==> src/rtl/adc6_pkg.sv <==
package adc6_pkg;
   localparam int PAIRS_PER_CONV = 3;
   localparam int CH_PER_PAIR    = 2;

   typedef enum logic [2:0] {
      ST_IDLE,
      ST_WAIT_HI,
      ST_WAIT_LO,
      ST_RD_LOW,
      ST_RD_REC,
      ST_WR_LOW,
      ST_WR_REC
   } adc6_state_e;
endpackage

==> src/rtl/adc6_cycle_timer.sv <==
module adc6_cycle_timer #(
   parameter int W = 4
) (
   input  logic         clk,
   input  logic         rst_n,
   input  logic         load,
   input  logic [W-1:0] load_val,
   output logic         done
);
   logic [W-1:0] cnt_q;

   always_ff @(posedge clk or negedge rst_n) begin
      if (!rst_n)              cnt_q <= '0;
      else if (load)           cnt_q <= load_val;
      else if (cnt_q != '0)    cnt_q <= cnt_q - 1'b1;
   end

   assign done = (cnt_q == '0);
endmodule

==> src/rtl/adc6_busy_watch.sv <==
module adc6_busy_watch #(
   parameter int LIMIT = 1000
) (
   input  logic clk,
   input  logic rst_n,
   input  logic run,
   output logic hit
);
   localparam int W = $clog2(LIMIT + 1);
   logic [W-1:0] cnt_q;

   always_ff @(posedge clk or negedge rst_n) begin
      if (!rst_n)    cnt_q <= '0;
      else if (!run) cnt_q <= '0;
      else if (!hit) cnt_q <= cnt_q + 1'b1;
   end

   assign hit = run && (cnt_q == W'(LIMIT - 1));
endmodule

==> src/rtl/adc6_pick_first.sv <==
module adc6_pick_first #(
   parameter int N = 6
) (
   input  logic [N-1:0]         mask,
   output logic                 any,
   output logic [$clog2(N)-1:0] idx
);
   localparam int IW = $clog2(N);
   logic [N:0]   seen;
   logic [N-1:0] first;

   assign seen[0] = 1'b0;
   for (genvar i = 0; i < N; i++) begin : g_chain
      assign first[i]  = mask[i] & ~seen[i];
      assign seen[i+1] = seen[i] | mask[i];
   end
   assign any = seen[N];

   always_comb begin
      idx = '0;
      for (int i = 0; i < N; i++)
         if (first[i]) idx = idx | IW'(i);
   end
endmodule

==> src/rtl/adc6_host_ctrl.sv <==
module adc6_host_ctrl
   import adc6_pkg::*;
#(
   parameter int DATA_W      = 16,
   parameter int CFG_W       = 8,
   parameter int NUM_PAIRS   = PAIRS_PER_CONV,
   parameter int RD_LOW_CYC  = 3,
   parameter int WR_LOW_CYC  = 3,
   parameter int RECOV_CYC   = 2,
   parameter int TIMEOUT_CYC = 1000
) (
   input  logic                   clk,
   input  logic                   rst_n,
   input  logic                   conv_req,
   input  logic [NUM_PAIRS-1:0]   conv_pairs,
   input  logic                   cfg_req,
   input  logic [CFG_W-1:0]       cfg_byte,
   output logic                   res_valid,
   output logic [$clog2(NUM_PAIRS*CH_PER_PAIR)-1:0] res_chan,
   output logic [DATA_W-1:0]      res_data,
   output logic                   err_reject,
   output logic                   err_timeout,
   output logic                   idle,
   output logic [NUM_PAIRS-1:0]   cnv_start,
   input  logic                   adc_busy,
   output logic                   cs_n,
   output logic                   rd_n,
   output logic                   wr_n,
   output logic [CFG_W-1:0]       wr_byte,
   output logic                   wr_byte_oe,
   input  logic [DATA_W-1:0]      bus_i
);
   localparam int NUM_CH  = NUM_PAIRS * CH_PER_PAIR;
   localparam int CH_W    = $clog2(NUM_CH);
   localparam int LOW_MAX = (RD_LOW_CYC > WR_LOW_CYC) ? RD_LOW_CYC : WR_LOW_CYC;
   localparam int TMR_MAX = (LOW_MAX > RECOV_CYC) ? LOW_MAX : RECOV_CYC;
   localparam int TMR_W   = $clog2(TMR_MAX + 1);

   if (RD_LOW_CYC < 1 || WR_LOW_CYC < 1 || RECOV_CYC < 1)
      $error("strobe and recovery lengths must be at least one cycle");
   if (2 * CFG_W != DATA_W)
      $error("configuration byte must fill the upper half of the bus");
   if (TIMEOUT_CYC < 2)
      $error("timeout must be at least two cycles");

   adc6_state_e          state_q, state_d;
   logic [NUM_PAIRS-1:0] pairs_q;
   logic [NUM_CH-1:0]    pend_q, req_chans;
   logic [CH_W-1:0]      cur_ch_q, nxt_ch;
   logic [CFG_W-1:0]     cfg_q;
   logic                 nxt_any, tmr_done, tmo_hit, waiting, req_ok;
   logic [TMR_W-1:0]     tmr_val;

   always_comb begin
      for (int p = 0; p < NUM_PAIRS; p++)
         for (int c = 0; c < CH_PER_PAIR; c++)
            req_chans[p*CH_PER_PAIR + c] = conv_pairs[p];
   end

   assign waiting = (state_q == ST_WAIT_HI) || (state_q == ST_WAIT_LO);
   assign req_ok  = conv_req && (state_q == ST_IDLE) && !adc_busy && (conv_pairs != '0);

   adc6_pick_first #(.N(NUM_CH)) u_pick (
      .mask (pend_q),
      .any  (nxt_any),
      .idx  (nxt_ch)
   );

   adc6_busy_watch #(.LIMIT(TIMEOUT_CYC)) u_watch (
      .clk   (clk),
      .rst_n (rst_n),
      .run   (waiting),
      .hit   (tmo_hit)
   );

   always_comb begin
      state_d = state_q;
      unique case (state_q)
         ST_IDLE:    if (req_ok)               state_d = ST_WAIT_HI;
                     else if (cfg_req && !conv_req) state_d = ST_WR_LOW;
         ST_WAIT_HI: if (tmo_hit)              state_d = ST_IDLE;
                     else if (adc_busy)        state_d = ST_WAIT_LO;
         ST_WAIT_LO: if (tmo_hit)              state_d = ST_IDLE;
                     else if (!adc_busy)       state_d = ST_RD_LOW;
         ST_RD_LOW:  if (tmr_done)             state_d = ST_RD_REC;
         ST_RD_REC:  if (tmr_done)             state_d = nxt_any ? ST_RD_LOW : ST_IDLE;
         ST_WR_LOW:  if (tmr_done)             state_d = ST_WR_REC;
         ST_WR_REC:  if (tmr_done)             state_d = ST_IDLE;
         default:                              state_d = ST_IDLE;
      endcase
   end

   always_comb begin
      unique case (state_d)
         ST_RD_LOW: tmr_val = TMR_W'(RD_LOW_CYC - 1);
         ST_WR_LOW: tmr_val = TMR_W'(WR_LOW_CYC - 1);
         default:   tmr_val = TMR_W'(RECOV_CYC - 1);
      endcase
   end

   adc6_cycle_timer #(.W(TMR_W)) u_tmr (
      .clk      (clk),
      .rst_n    (rst_n),
      .load     (state_d != state_q),
      .load_val (tmr_val),
      .done     (tmr_done)
   );

   always_ff @(posedge clk or negedge rst_n) begin
      if (!rst_n) begin
         state_q     <= ST_IDLE;
         pairs_q     <= '0;
         pend_q      <= '0;
         cur_ch_q    <= '0;
         cfg_q       <= '0;
         res_valid   <= 1'b0;
         res_chan    <= '0;
         res_data    <= '0;
         err_reject  <= 1'b0;
         err_timeout <= 1'b0;
      end else begin
         state_q     <= state_d;
         res_valid   <= 1'b0;
         err_reject  <= conv_req && !req_ok;
         err_timeout <= waiting && tmo_hit;
         if (state_q == ST_IDLE && req_ok) begin
            pairs_q <= conv_pairs;
            pend_q  <= req_chans;
         end
         if (state_q == ST_IDLE && state_d == ST_WR_LOW)
            cfg_q <= cfg_byte;
         if (state_d == ST_RD_LOW && state_q != ST_RD_LOW)
            cur_ch_q <= nxt_ch;
         if (state_q == ST_RD_LOW && tmr_done) begin
            res_valid        <= 1'b1;
            res_chan         <= cur_ch_q;
            res_data         <= bus_i;
            pend_q[cur_ch_q] <= 1'b0;
         end
         if (waiting && tmo_hit)
            pend_q <= '0;
      end
   end

   assign idle       = (state_q == ST_IDLE);
   assign cnv_start  = waiting ? pairs_q : '0;
   assign rd_n       = (state_q != ST_RD_LOW);
   assign wr_n       = (state_q != ST_WR_LOW);
   assign cs_n       = rd_n && wr_n;
   assign wr_byte_oe = (state_q == ST_WR_LOW);
   assign wr_byte    = wr_byte_oe ? cfg_q : '0;
endmodule

==> config.mk <==
export PLATFORM = sky130hd
export DESIGN_NAME = adc6_host_ctrl
export DESIGN_NICKNAME = d
export VERILOG_FILES = /design/src/rtl/adc6_pkg.sv /design/src/rtl/adc6_cycle_timer.sv /design/src/rtl/adc6_busy_watch.sv /design/src/rtl/adc6_pick_first.sv /design/src/rtl/adc6_host_ctrl.sv
export SDC_FILE = /design/constraint.sdc
export NUM_CORES = 1
export LEC_CHECK = 0
export BUFFER_PORTS_ARGS = -buffer_cell sky130_fd_sc_hd__buf_2
export CORE_UTILIZATION = 53
export CTS_CLUSTER_SIZE = 30
export DETAILED_ROUTE_END_ITERATION = 8
export GPL_TIMING_DRIVEN = 0
export PLACE_DENSITY = 0.79
export SLEW_MARGIN = 20
export SYNTH_ARGS = -nofsm -noshare
export SYNTH_HDL_FRONTEND = slang
export SYNTH_HIERARCHICAL = 1
export SYNTH_SLANG_ARGS = --single-unit
==> constraint.sdc <==
create_clock -name clk -period 3.45 [get_ports clk]
set_clock_uncertainty 0.05 [all_clocks]
set_input_delay 0.345 -clock clk [delete_from_list [all_inputs] [get_ports clk]]
set_output_delay 0.345 -clock clk [all_outputs]
set_load 0.05 [all_outputs]
### After elaboration in Yosys (flattened, before gate mapping)

Index checks and enable logic that the tools add are counted.

* word-level logic and storage cells: 99
* bits of input ports: 32
* bits in registers: 57
* output and inout port bits: 38

* reduce and logical (&&, ||, !) cells: 23
* equal/unequal tests: 13
* $add $sub $neg: 2
* muxes and demuxes: 30
* $lt $le $gt $ge: 2
* bitwise gates (word level): 17

Operator list (count)
* 3-bit 2-to-1 mux: 13
* 3-bit case mux with 7 select lines: 1
* 10-bit 2-to-1 mux: 2
* 6-bit 2-to-1 mux: 3
* 1-bit logical AND: 13
* 3-bit equality test, second input constant: 4
* 2-bit 2-to-1 mux: 6
* 10-bit by 1-bit adder with 10-bit output, second input constant: 1
* 10-bit equality test, second input constant: 1
* 3-bit by 2-bit equality test with 1-bit output, second input constant: 3
* 8-bit 2-to-1 mux: 1
* 6-bit bitwise AND: 1
* 6-bit NOT: 1
* 1-bit bitwise AND: 5
* 1-bit NOT: 5
* 1-bit OR: 5
* 3-bit by 4-bit < comparator with 1-bit output, second input constant: 1
* 2-bit nonzero test: 2
* 1-bit demux with 3-bit select: 1
* 3-bit by 1-bit equality test with 1-bit output, second input constant: 1
* 3-bit by 1-bit >= comparator with 1-bit output, second input constant: 1
* 1-bit zero test: 3
* 3-bit zero test: 1
* 1-bit 2-to-1 mux: 3
* 9 further kinds: 9

### Depth between registers and ports, before layout

* depth after elaboration: 12
* gate-level depth with buffers: 12
* depth with buffers taken out: 10

### Modules after synthesis

The synthesis kept the hierarchy.

Modules (own cells, without submodules)
* adc6_host_ctrl: cells an instance 205, seq. area each 1126.1 µm², times used 1, area each 2080.7 µm²
* adc6_busy_watch: cells an instance 57, seq. area each 250.2 µm², times used 1, area each 519.2 µm²
* adc6_cycle_timer: cells an instance 12, seq. area each 50.0 µm², times used 1, area each 113.9 µm²
* adc6_pick_first: cells an instance 10, seq. area each 0.0 µm², times used 1, area each 57.6 µm²

### Worst setup path after synthesis

No wires, ideal clock.

* path type: register to register
* start point: reg state_q[1]
* end point: reg u_tmr.cnt_q[1]
* cell stages (with the launch flop): 9
* required time: 3.276 ns
* path slack: 0.346 ns
* path buffers: 2
* arrival: 2.930 ns
* setup time: 0.124 ns
* clock period less this slack: 3.104 ns
* cell sequence: dfrtp_1 buf_2 nor3_1 and4b_4 or4_4 buf_6 xnor2_1 nand3_1 o31a_1

* cells in the longest elaborated chain, start to end: 10
* elaborated cells between the ends (all ways): 30
* classes of those cells: eq/ne (9); mux (13); reduce/logical (8)

RTL lines
* from (decl): line adc6_host_ctrl.sv:46 `adc6_state_e state_q, state_d;`
* from (signal assigned): line adc6_host_ctrl.sv:122 `state_q <= state_d;`
* 3-bit zero test *
* via idle: line adc6_host_ctrl.sv:23 `output logic idle,`
* 1-bit logical AND (3 in a row): line adc6_host_ctrl.sv:61 `assign req_ok = conv_req && (state_q == ST_IDLE) && !adc_busy && (conv_pairs != '0);`
* 3-bit 2-to-1 mux: line adc6_host_ctrl.sv:79 `ST_IDLE: if (req_ok) state_d = ST_WAIT_HI;`
* 3-bit case mux with 7 select lines *: line adc6_host_ctrl.sv:78 `unique case (state_q)`
* via state_d[0]: line adc6_host_ctrl.sv:46
* 3-bit equality test / 3-bit by 2-bit equality test with 1-bit output (equally long branches): line adc6_host_ctrl.sv:94 `unique case (state_d)`
* 2-bit OR reduction (no source line)
* 2-bit 2-to-1 mux: line adc6_host_ctrl.sv:94
* 2-bit 2-to-1 mux: line adc6_cycle_timer.sv:14 `else if (load) cnt_q <= load_val;`
* to (signal assigned): line adc6_cycle_timer.sv:14
* to (signal assigned): line adc6_cycle_timer.sv:15 `else if (cnt_q != '0) cnt_q <= cnt_q - 1'b1;`
* to (decl): line adc6_cycle_timer.sv:10 `logic [W-1:0] cnt_q;`

Mark *: on every way through the listed nets, which the timed path passes. The rest lies on a longest branch.
A chain may end at the register's enable or synchronous reset.

### Worst setup path after layout

* start point: reg u_watch.cnt_q[3]
* end point: reg u_tmr.cnt_q[1]

* cells in the longest elaborated chain, start to end: 8
* elaborated cells between the ends (all ways): 12
* classes of those cells: eq/ne (4); mux (5); reduce/logical (3)

RTL lines
* from (decl): line adc6_busy_watch.sv:10 `logic [W-1:0] cnt_q;`
* from (signal assigned): line adc6_busy_watch.sv:15 `else if (!hit) cnt_q <= cnt_q + 1'b1;`
* 10-bit equality test *: line adc6_busy_watch.sv:18 `assign hit = run && (cnt_q == W'(LIMIT - 1));`
* 1-bit logical AND *: line adc6_busy_watch.sv:18
* via tmo_hit: line adc6_host_ctrl.sv:51 `logic nxt_any, tmr_done, tmo_hit, waiting, req_ok;`
* 3-bit 2-to-1 mux (on tied branches): line adc6_host_ctrl.sv:83, adc6_host_ctrl.sv:81
* 3-bit case mux with 7 select lines *: line adc6_host_ctrl.sv:78
* via state_d[0]: line adc6_host_ctrl.sv:46
* 3-bit equality test / 3-bit by 2-bit equality test with 1-bit output (equally long branches): line adc6_host_ctrl.sv:94
* 2-bit OR reduction (no source line)
* 2-bit 2-to-1 mux: line adc6_host_ctrl.sv:94
* 2-bit 2-to-1 mux: line adc6_cycle_timer.sv:14

Marks and branches as above.

==> reports/metrics.cfg <==
[critical_path]
r2r_end = u_tmr/cnt_q[1]
reg2regPathDepth = 9
critPathCaptureType = flop
critPathRequiredTime_ns = 3.61
cp.arrival_ns = 3.26
r2r_start = u_watch/cnt_q[3]
cp-start-kind = flop
critPathMaxFanout = 6
r2r_slack_ns = 0.35
crit_type = reg2reg

[layout]
drive_gt1_frac = 0.2846
synthToLayoutAreaGrowth_pct = 22.39
fin_nets = 398
diodes = 0
fillers = 409
final_cells = 436

[timing]
grt_setup_unrepaired = no
final.min_clock_period_ns = 3.099
hold_viol_final = 0
relSlewSlack = 0.5333
tightest_slew_ns = 0.7000
drv_slew = 0
post-route-period-util = 0.8983
finalSetupViolations = 0
fmax_mhz = 322.7
tns_ns = 0

[synth]
avgSynthCellArea_um2 = 9.758
syn_area_um2 = 2771
ys_ff_latch = 57
ys_async_sr_fraction = 1.000
synth_warnings = 6
synth_edf_count = 0
postSynthCellCount = 284
ys_types = 46
synthesis.nets = 318
synthFlopType = dfrtp_1
yosysSeqAreaShare = 0.5147

[cts]
clkSlewWorstSetupHoldPaths_ns = 0.06
insertion_delay_ns = 0.32
hold_buffers = 0
ctsResizeCount = 0
cts_tree = done
cts_sinks = 57
post_cts_buffers = 0
clock-root-buffer = clkbuf_8
clockBufferDepth = 2
htreeDepth = 3
cts_buffers = 9

[grt]
grt_overflow = 0
grt_pass1_vias = 2082
antenna_found_initial = 0
track_usage = 0.2313
grt_first_pass_wirelength_um = 9459
grt_max_degree = 58

[floorplanning]
die-area_um2 = 5522
num_rows = 25
die_h_um = 74.31
ios = 70
fp.dieW_um = 74.31
core_um2 = 4880
initial_core_util = 0.5679

[hold_path]
hp-class = in2async

[outcome]
status = complete, no violations

[routing]
drtIter0Drc = 124
vias = 2247
first_pass_iters = 4
ant_nets = 0
wl_um = 5787
drc = 0
wire_per_inst_um = 13.27
via_per_inst = 5.154

[pwr]
max-vdd-ir-drop_mv = 0.7218
p_per_area_nw_per_um2 = 1034
p_leak_nw = 1.701

[placed_design]
placed_cells = 420
port_buffers = 69
dp_hpwl_um = 3962
gp_congestion = 0.7932

[flow_run]
drv_cap = 0

-- report_power, final --
part | internal (mW) | total, mW | switching [mW]
registers | 0.934 | 1.10 | 0.164
clock network | 0.352 | 0.607 | 0.255
logic | 0.590 | 1.80 | 1.21
total | 1.88 | 3.51 | 1.63
-- worst max-delay path: stages, from the launching register on --
cell	delay [ns]
dfrtp_1	0.43
or3b_1	0.42
or3_1	0.40
nor2_1	0.29
nor4_1	0.11
or4_4	0.52
buf_6	0.15
xnor2_1	0.14
nand3_1	0.15
o31a_1	0.32
-- flip-flops by register name, indices dropped and copies added, names as in the netlist --
name	cells
u_tmr/cnt_q	2
res_valid	1
u_watch/cnt_q	10
cur_ch_q	3
pend_q	6
cfg_q	8
res_chan	3
state_q	3
err_timeout	1
pairs_q	3
res_data	16
err_reject	1
-- layout make-up --
cell class              instances  area, µm²  area share
well taps                      67      83.83     0.02471
plain buffers                  12      56.30     0.01660
clock buffers                  13      148.9     0.04390
flip-flops and latches         57       1426      0.4205
repair buffers                 69      347.8      0.1025
inverters                       9      33.78    0.009959
clock inverters                 3      40.04     0.01180
multi-input cells             206       1255      0.3700
-- synthesized netlist by cell type, types with 2 or more instances --
master     n  area (µm²)
nor4_1     3       18.77
nor3_1     3       15.01
clkbuf_1   7       26.28
nand3b_1   4       30.03
o21ai_0    5       25.02
mux2i_1    4       40.04
a311oi_1   3       26.28
nand2b_1   5       31.28
dfrtp_1   57        1426
mux2_2     9       101.4
a21oi_1    5       25.02
nand2_1   85       319.1
mux2_4     3       45.04
xor2_1     4       35.03
and2_1     8       50.05
a21boi_0   4       30.03
xnor2_1    4       35.03
buf_2      3       15.01
ha_1       2       25.02
inv_1      9       33.78
and3_1     8       50.05
or3_1      5       31.28
nor2_1    10       37.54
nor2b_1    4       25.02
a221oi_1   4       35.03
nand3_1    6       30.03
-- worst max-delay path by stage --
stage	startpoint	end	slack, ns	depth (start not counted)
4_1_cts	state_q[1]	u_tmr/cnt_q[1]	0.38	11
6_report	u_watch/cnt_q[3]	u_tmr/cnt_q[1]	0.35	9
5_1_grt	state_q[1]	u_tmr/cnt_q[1]	0.11	11
3_5_place_dp	state_q[1]	u_tmr/cnt_q[1]	0.40	12
3_3_place_gp	state_q[1]	u_tmr/cnt_q[1]	0.42	12
2_1_floorplan	state_q[1]	u_tmr/cnt_q[1]	0.35	8
-- kinds of logic (layout without fill, tap and decap cells) --
kind of cell,after synthesis,after routing,synth area share
multiplexers,16,16,0.06727
AO/OA/AOI/OAI,26,26,0.07134
AND/OR/NAND/NOR,154,154,0.2799
XOR/XNOR,8,8,0.02528
flip-flops,57,57,0.5147
adder cells (fa/ha/maj),2,2,0.009028
buffers and inverters,21,106,0.03250
-- cell usage in the layout, fill, tap and decap left out, types with 6 or more instances in the layout --
| cell type | count |
|---|---|
| and2_1 | 8 |
| and3_1 | 8 |
| buf_2 | 71 |
| clkbuf_1 | 10 |
| clkbuf_8 | 10 |
| dfrtp_1 | 57 |
| inv_1 | 9 |
| mux2_2 | 9 |
| nand2_1 | 85 |
| nand3_1 | 6 |
| nor2_1 | 10 |
-- metrics by stage --
step	worst slack, ns	hold slack (ns)	total power [mW]	cell area [µm²]	utilization
floorplan	0.3463	-0.0005911	2.513	2771	-
global placement	0.4237	0.4009	2.849	3201	0.6559
detailed placement	0.3993	0.4003	2.900	3203	0.6564
CTS	0.3753	0.04624	3.522	3392	0.6951
global route	0.1081	0.06928	3.731	3392	0.6951
finish	0.3508	0.009699	3.506	3392	0.6951
-- layer usage --
layer,share of wire,up-vias,track usage,wire [µm]
met1,0.47,1057,0.3127,2748
met5,0,-,0,0
met4,0.013,0,0.1069,78
met2,0.46,62,0.3586,2685
met3,0.047,8,0.05149,274
li1,-,1120,-,-
No activity file was read; power rests on OpenSTA's default activity.
